## config.mk

```make
export PLATFORM = sky130hd
export DESIGN_NAME = multiwidth_regfile
export DESIGN_NICKNAME = d
export VERILOG_FILES = /design/src/rtl/regfile_pkg.sv /design/src/rtl/rf_operand_decode.sv /design/src/rtl/rf_read_lane.sv /design/src/rtl/rf_write_merge.sv /design/src/rtl/multiwidth_regfile.sv
export SDC_FILE = /design/constraint.sdc
export NUM_CORES = 2
export LEC_CHECK = 0
export BUFFER_PORTS_ARGS = -buffer_cell sky130_fd_sc_hd__buf_4
export CAP_MARGIN = 20
export CORE_ASPECT_RATIO = 0.8
export CORE_MARGIN = 5
export CORE_UTILIZATION = 58
export CTS_BUF_LIST = sky130_fd_sc_hd__clkbuf_8
export DETAILED_ROUTE_END_ITERATION = 16
export PLACE_DENSITY = 0.79
export SLEW_MARGIN = 0
export SYNTH_ARGS = -nofsm -noshare
export SYNTH_HDL_FRONTEND = slang
export SYNTH_SLANG_ARGS = --single-unit
```

## constraint.sdc

```tcl
create_clock -name clk -period 5.4 [get_ports clk]
set_input_delay 0.27 -clock clk [delete_from_list [all_inputs] [get_ports clk]]
set_output_delay 0.27 -clock clk [all_outputs]
set_load 0.02 [all_outputs]
```

## src/rtl/regfile_pkg.sv

```systemverilog
package regfile_pkg;
    parameter int XLEN  = 64;
    parameter int IDX_W = 4;
    localparam int NREGS = 1 << IDX_W;

    typedef enum logic [1:0] {
        VIEW_FULL = 2'b00,
        VIEW_DW   = 2'b01,
        VIEW_W    = 2'b10,
        VIEW_BYTE = 2'b11
    } view_e;

    typedef struct packed {
        logic [IDX_W-1:0] phys;
        view_e            view;
        logic             hi;
        logic             err;
    } opnd_t;

    function automatic logic [XLEN-1:0] zext16(input logic [15:0] v);
        return {{(XLEN-16){1'b0}}, v};
    endfunction
endpackage

```

## src/rtl/rf_operand_decode.sv

```systemverilog
module rf_operand_decode
    import regfile_pkg::*;
(
    input  logic [IDX_W-1:0] idx,
    input  logic [1:0]       view,
    input  logic             pfx,
    input  logic             long_mode,
    output opnd_t            opnd
);
    logic legacy_hi;

    always_comb begin
        legacy_hi  = (view == VIEW_BYTE) && !pfx && idx[2];
        opnd.view  = view_e'(view);
        opnd.hi    = legacy_hi;
        opnd.phys  = legacy_hi ? {2'b00, idx[1:0]} : idx;
        opnd.err   = (idx[IDX_W-1] && !pfx)
                   || (!long_mode && (pfx || view == VIEW_FULL));
    end
endmodule

```

## src/rtl/rf_read_lane.sv

```systemverilog
module rf_read_lane
    import regfile_pkg::*;
(
    input  logic [XLEN-1:0] reg_val,
    input  opnd_t           opnd,
    output logic [XLEN-1:0] data
);
    always_comb begin
        if (opnd.err) begin
            data = '0;
        end else begin
            unique case (opnd.view)
                VIEW_FULL: data = reg_val;
                VIEW_DW:   data = {{(XLEN-32){1'b0}}, reg_val[31:0]};
                VIEW_W:    data = zext16(reg_val[15:0]);
                default:   data = zext16({8'h00, opnd.hi ? reg_val[15:8] : reg_val[7:0]});
            endcase
        end
    end
endmodule

```

## src/rtl/rf_write_merge.sv

```systemverilog
module rf_write_merge
    import regfile_pkg::*;
(
    input  logic [XLEN-1:0] old_val,
    input  logic [XLEN-1:0] wdata,
    input  opnd_t           opnd,
    output logic [XLEN-1:0] new_val
);
    always_comb begin
        new_val = old_val;
        unique case (opnd.view)
            VIEW_FULL: new_val = wdata;
            VIEW_DW:   new_val = {{(XLEN-32){1'b0}}, wdata[31:0]};
            VIEW_W:    new_val[15:0] = wdata[15:0];
            default: begin
                if (opnd.hi) new_val[15:8] = wdata[7:0];
                else         new_val[7:0]  = wdata[7:0];
            end
        endcase
    end
endmodule

```

## src/rtl/multiwidth_regfile.sv

```systemverilog
module multiwidth_regfile
    import regfile_pkg::*;
(
    input  logic             clk,
    input  logic             rst,
    input  logic             long_mode,
    input  logic             wr_en,
    input  logic [IDX_W-1:0] wr_idx,
    input  logic [1:0]       wr_view,
    input  logic             wr_pfx,
    input  logic [XLEN-1:0]  wr_data,
    output logic             wr_err,
    input  logic [IDX_W-1:0] rd0_idx,
    input  logic [1:0]       rd0_view,
    input  logic             rd0_pfx,
    output logic [XLEN-1:0]  rd0_data,
    output logic             rd0_err,
    input  logic [IDX_W-1:0] rd1_idx,
    input  logic [1:0]       rd1_view,
    input  logic             rd1_pfx,
    output logic [XLEN-1:0]  rd1_data,
    output logic             rd1_err
);
    localparam int NRD = 2;

    logic [XLEN-1:0]  regs [NREGS];
    logic [IDX_W-1:0] rd_idx  [NRD];
    logic [1:0]       rd_view [NRD];
    logic             rd_pfx  [NRD];
    logic [XLEN-1:0]  rd_data [NRD];
    opnd_t            rd_op   [NRD];
    opnd_t            wr_op;
    logic [XLEN-1:0]  merged;
    logic             wr_fire;

    assign rd_idx[0]  = rd0_idx;
    assign rd_idx[1]  = rd1_idx;
    assign rd_view[0] = rd0_view;
    assign rd_view[1] = rd1_view;
    assign rd_pfx[0]  = rd0_pfx;
    assign rd_pfx[1]  = rd1_pfx;

    for (genvar p = 0; p < NRD; p++) begin : g_rd
        rf_operand_decode u_dec (
            .idx(rd_idx[p]), .view(rd_view[p]), .pfx(rd_pfx[p]),
            .long_mode(long_mode), .opnd(rd_op[p])
        );
        rf_read_lane u_lane (
            .reg_val(regs[rd_op[p].phys]), .opnd(rd_op[p]), .data(rd_data[p])
        );
    end

    assign rd0_data = rd_data[0];
    assign rd1_data = rd_data[1];
    assign rd0_err  = rd_op[0].err;
    assign rd1_err  = rd_op[1].err;

    rf_operand_decode u_wdec (
        .idx(wr_idx), .view(wr_view), .pfx(wr_pfx),
        .long_mode(long_mode), .opnd(wr_op)
    );

    rf_write_merge u_merge (
        .old_val(regs[wr_op.phys]), .wdata(wr_data), .opnd(wr_op), .new_val(merged)
    );

    assign wr_err  = wr_en && wr_op.err;
    assign wr_fire = wr_en && !wr_op.err;

    always_ff @(posedge clk) begin
        if (rst) begin
            for (int i = 0; i < NREGS; i++) regs[i] <= '0;
        end else if (wr_fire) begin
            regs[wr_op.phys] <= merged;
        end
    end

    // illegal reads produce zero
    assert_err_read_zero_R9: assert property (@(posedge clk) disable iff (rst)
        (rd0_err |-> rd0_data == '0) and (rd1_err |-> rd1_data == '0));

    // an illegal write leaves its target untouched
    assert_bad_write_dropped_R9: assert property (@(posedge clk) disable iff (rst)
        wr_err |=> regs[$past(wr_op.phys)] == $past(regs[wr_op.phys]));

    // 32-bit write clears upper half
    assert_dw_zero_ext_R3: assert property (@(posedge clk) disable iff (rst)
        (wr_en && !wr_err && wr_view == VIEW_DW)
        |=> regs[$past(wr_op.phys)][XLEN-1:32] == '0);

    // 16-bit write keeps upper bits
    assert_w_keeps_upper_R4: assert property (@(posedge clk) disable iff (rst)
        (wr_en && !wr_err && wr_view == VIEW_W)
        |=> regs[$past(wr_op.phys)][XLEN-1:16] == $past(regs[wr_op.phys][XLEN-1:16]));

    // legacy mode never writes the extended registers
    assert_legacy_no_ext_R8: assert property (@(posedge clk) disable iff (rst)
        (!long_mode && wr_en && wr_idx[IDX_W-1]) |-> wr_err);
endmodule

```

After elaboration in Yosys (flattened, before gate mapping)
Memories as Yosys holds them, arrays and structs flattened.
Index checks and enable logic that the tools add are counted.

word-level totals
  word-level logic and storage cells = 67
  memories kept = 1
  register bits = 0
  bits in writable memories = 1024

memories
  name  words  width  rd ports  clocked after Yosys merged registers in  wr ports  line                      source
  regs  16     64     2         0                                        16        multiwidth_regfile.sv:26  logic [XLEN-1:0] regs [NREGS];

cells by class
  reductions and logical operators = 33
  equality and inequality tests = 12
  muxes and demuxes = 21

operators by type and width
  kind                  number
  $pmux W64 S3          2
  $mux W64              3
  $pmux W48 S2          1
  $reduce_or A64 Y1     1
  $mux W8               4
  $mux W16              1
  $mux W4               4
  $logic_and A1 B1 Y1   14
  $eq A2 B2 Y1 const B  6
  $eq A2 B1 Y1 const B  3
  $logic_not A2 Y1      3
  $logic_or A1 B1 Y1    6
  $ne A2 B2 Y1 const B  3
  $reduce_and A2 Y1     3
  $logic_not A1 Y1      5
  $mux W1               5
  $mux W3               1
  $reduce_or A3 Y1      1

Logic depth before layout (Yosys ltp)
  word-level depth = 12
  depth in mapped cells = 8
  mapped depth without buffers = 4

Hierarchy
From an unflattened synthesis, not the netlist that was laid out.

unflattened totals
  cells, all modules = 4402
  area total of the unflattened synthesis = 61052.3 sq um

modules (own cells, without submodules)
  module              cells each  sequential area each (sq um)  times used  area an instance (sq um)
  multiwidth_regfile  4086        30749.5                       1           58762.6
  rf_read_lane        91          0.0                           2           614.3
  rf_write_merge      95          0.0                           1           802.0
  rf_operand_decode   13          0.0                           3           86.3

Worst setup path after synthesis
No wires, ideal clock.

  path type = input -> register
  start point = in wr_view[1]
  end point = mem regs[2][16], enable pin
  data required time = 4874 ps
  buffers on the path = 3
  stages on the path = 5
  slack = -16 ps
  arrival = 4890 ps
  cells stage by stage = buf_2 -> or4b_1 -> buf_2 -> clkbuf_1 -> o31ai_1

RTL lines
  item         line                      source
  from (decl)  multiwidth_regfile.sv:9   input logic [1:0] wr_view,
  to (decl)    multiwidth_regfile.sv:26

Final worst setup path
  start point = in long_mode
  end point = out rd1_data[28]

between the ends
  longest elaborated chain between the ends = 4

ends and longest elaborated chain
  item                 line                      source
  from (decl)          multiwidth_regfile.sv:6   input logic long_mode,
  $logic_not A1 Y1     rf_operand_decode.sv:18   || (!long_mode && (pfx || view == VIEW_FULL));
  $logic_and A1 B1 Y1  rf_operand_decode.sv:18
  $logic_or A1 B1 Y1   rf_operand_decode.sv:18
  $mux W64             rf_read_lane.sv:9         if (opnd.err) begin
  to (decl)            multiwidth_regfile.sv:21  output logic [XLEN-1:0] rd1_data,

No other way between the ends.

==> flow_metrics.tcl <==
set metrics [dict create \
    finalSetupViolations 0 \
    syn-instance-count 3681 \
    initial_core_util_pct 58.5 \
    tightest_slew_ps 1160 \
    cts_buffers 161 \
    leakage_nw 20.5 \
    tritoncts "built" \
    hold_viol_final 0 \
    setup_tns_ps 0 \
    hold_class "primary input to flop" \
    place_hpwl_mm 94.1 \
    clkSinkCount 1024 \
    fp.dieArea_mm2 0.100 \
    grt_max_degree 113 \
    fill_cells 6456 \
    track_usage_pct 30.8 \
    hold_ws_ps 57.6 \
    top_regs "regs: 1024 flops" \
    synth_edf_count 1024 \
    die_x_um 352 \
    cap_violations 0 \
    dp_slack_ps 1850 \
    synthToLayoutAreaGrowth_pct 10.4 \
    period_needed_ps 3250 \
    worst_path_max_delay_cell "nand2b_1" \
    setup_ws_ps 2150 \
    syn-cell-area_mm2 0.0544 \
    antenna_found_initial 4 \
    port_buffers 219 \
    whs_path_depth 4 \
    ys_async_sr_fraction_pct 0 \
    power_density_mw_per_mm2 300 \
    cpMostUsedCell "buf_4" \
    cp.depth 6 \
    synth.distinct_cells 47 \
    path_delay_family "compound AO/OA/AOI/OAI gates" \
    path_cells "buf_4 -> inv_1 -> a221oi_1 -> nand2b_1 -> o22ai_1 -> buf_4" \
    status "finished clean" \
    cp_max_fo 16 \
    ys_warn_count 0 \
    postLayoutCellArea_mm2 0.0601 \
    vias 36078 \
    ir_drop_v 0.000217 \
    placementRows 100 \
    first_iter_violations 5371 \
    dp_cells 4801 \
    ys_ff_latch 1024 \
    synth_ff_type "edfxtp_1" \
    slew_violations 0 \
    worstPathArrival_ps 2980 \
    period_share_pct 60.1 \
    regMostFlops "regs" \
    slew_headroom_pct 22.5 \
    fmax_mhz 308 \
    drt-vias-per-instance 7.05 \
    overflow 0 \
    gp_congestion 0.995 \
    cp-end-kind "output pin" \
    die_h_um 284 \
    place_area_mm2 0.0568 \
    grt_first_pass_wirelength_mm 232 \
    avgSynthCellArea_um2 14.8 \
    ys_seq_area_share_pct 56.5 \
    dr.pass1.iters 5 \
    drc 0 \
    clk_pin_slew_ps 70 \
    path_buf_inv 3 \
    nets 3862 \
    ctsRootBufferMaster "clkbuf_8" \
    rsz0062_at_grt "no" \
    htreeDepth 4 \
    core_area_mm2 0.0931 \
    ant_nets 0 \
    io_pins 220 \
    cts_setup_buffers 0 \
    critPathKind "primary input to output pin" \
    first_global_vias 36453 \
    required_ps 5130 \
    critPathMaxStageDelay_ps 840 \
    startpoint_type "primary input" \
    wl_per_cell_um 30.5 \
    syn_nets 3770 \
    wl_mm 156 \
    largest_reg_flops 1024 \
    final_cells 5121 \
    cts.path.max_buffers 3 \
    drive_gt1_share_pct 26.5 \
]
[synth_stat cells (16+ instances only)]
cell type | instances | area, um^2
a211oi_1 | 32 | 240
nor2_1 | 498 | 1870
nor4_1 | 160 | 1000
nand4_1 | 22 | 138
mux2i_1 | 296 | 2960
nor2b_1 | 24 | 150
nand2b_1 | 18 | 113
buf_2 | 110 | 551
and2_1 | 291 | 1820
a22oi_1 | 17 | 128
mux4_2 | 480 | 10800
a21boi_0 | 16 | 120
clkbuf_1 | 253 | 950
edfxtp_1 | 1024 | 30700
o22ai_1 | 112 | 701
nor4b_1 | 96 | 841
nand2_1 | 106 | 398
[final cells by class]
type | count | area, um^2 | area share, %
multi-input cells | 2258 | 22200 | 36.9
well taps | 1224 | 1530 | 2.55
inverters | 6 | 22.5 | 0.0375
flip-flops and latches | 1024 | 30700 | 51.2
diodes | 4 | 10.0 | 0.0167
clock inverters | 120 | 677 | 1.13
clock buffers | 163 | 2240 | 3.73
repair buffers | 322 | 2680 | 4.45
[metal layers]
layer | track usage [%] | up-vias | part of all wire, %
li1 | - | 14815 | -
met1 | 42.4 | 18149 | 36
met2 | 46.6 | 2739 | 46
met3 | 9.65 | 375 | 14
met4 | 12.1 | 0 | 4.0
met5 | 0 | - | 0
[cell families (layout without fill, tap and decap cells)]
| kind of cell | after synthesis | in the layout | share of synthesized area [%] |
|---|---|---|---|
| AO/OA/AOI/OAI | 204 | 204 | 2.58 |
| multiplexers | 776 | 776 | 25.3 |
| other | 0 | 4 | 0 |
| flip-flops | 1024 | 1024 | 56.5 |
| buffers and inverters | 399 | 611 | 3.18 |
| AND/OR/NAND/NOR | 1277 | 1277 | 12.4 |
| adder cells (fa/ha/maj) | 1 | 1 | 0.0184 |
[power by group]
group	internal [mW]	switching [mW]
Clock	3.02	3.14
Sequential	9.17	0.216
Combinational	1.01	1.44
[worst paths after layout]
kind         from                         to  slack [ps]
max     long_mode               rd1_data[28]        2150
min   wr_data[14]  regs[5][14]$_SDFFCE_PN0P_          60
[what timing repair did]
action,CTS,global route
hold buffers,31,0
resized for setup,0,0
setup endpoints to repair,0,0
hold endpoints to repair,459,0
[metrics by stage]
stage          util [%]  total power, mW
6_report           64.6             18.0
3_5_place_dp       61.1             11.9
4_1_cts            64.5             18.0
2_1_floorplan         -             11.1
5_1_grt            64.6             18.6
3_3_place_gp       61.1             11.8
[cell usage in the layout (no fill, tap or decap), types with 5 or more instances in the layout]
master / instances
o22ai_1: 112
dlygate4sd3_1: 31
edfxtp_1: 1024
nor4_2: 5
inv_1: 53
nand2_4: 12
nor2_1: 497
nor3_1: 8
o31ai_1: 8
buf_4: 274
mux4_2: 480
nand2_1: 94
buf_12: 11
clkbuf_8: 163
or2_2: 15
clkinv_1: 38
nand2b_2: 5
nand4_1: 22
a211oi_1: 32
a21boi_0: 16
nand2b_1: 13
nor2b_1: 24
mux2i_1: 296
buf_8: 6
nand3_1: 10
and2_1: 291
nor4_1: 160
a22oi_1: 16
clkinv_2: 17
nand3b_1: 5
nor4b_1: 96
No activity file was read; power rests on OpenSTA's default activity.
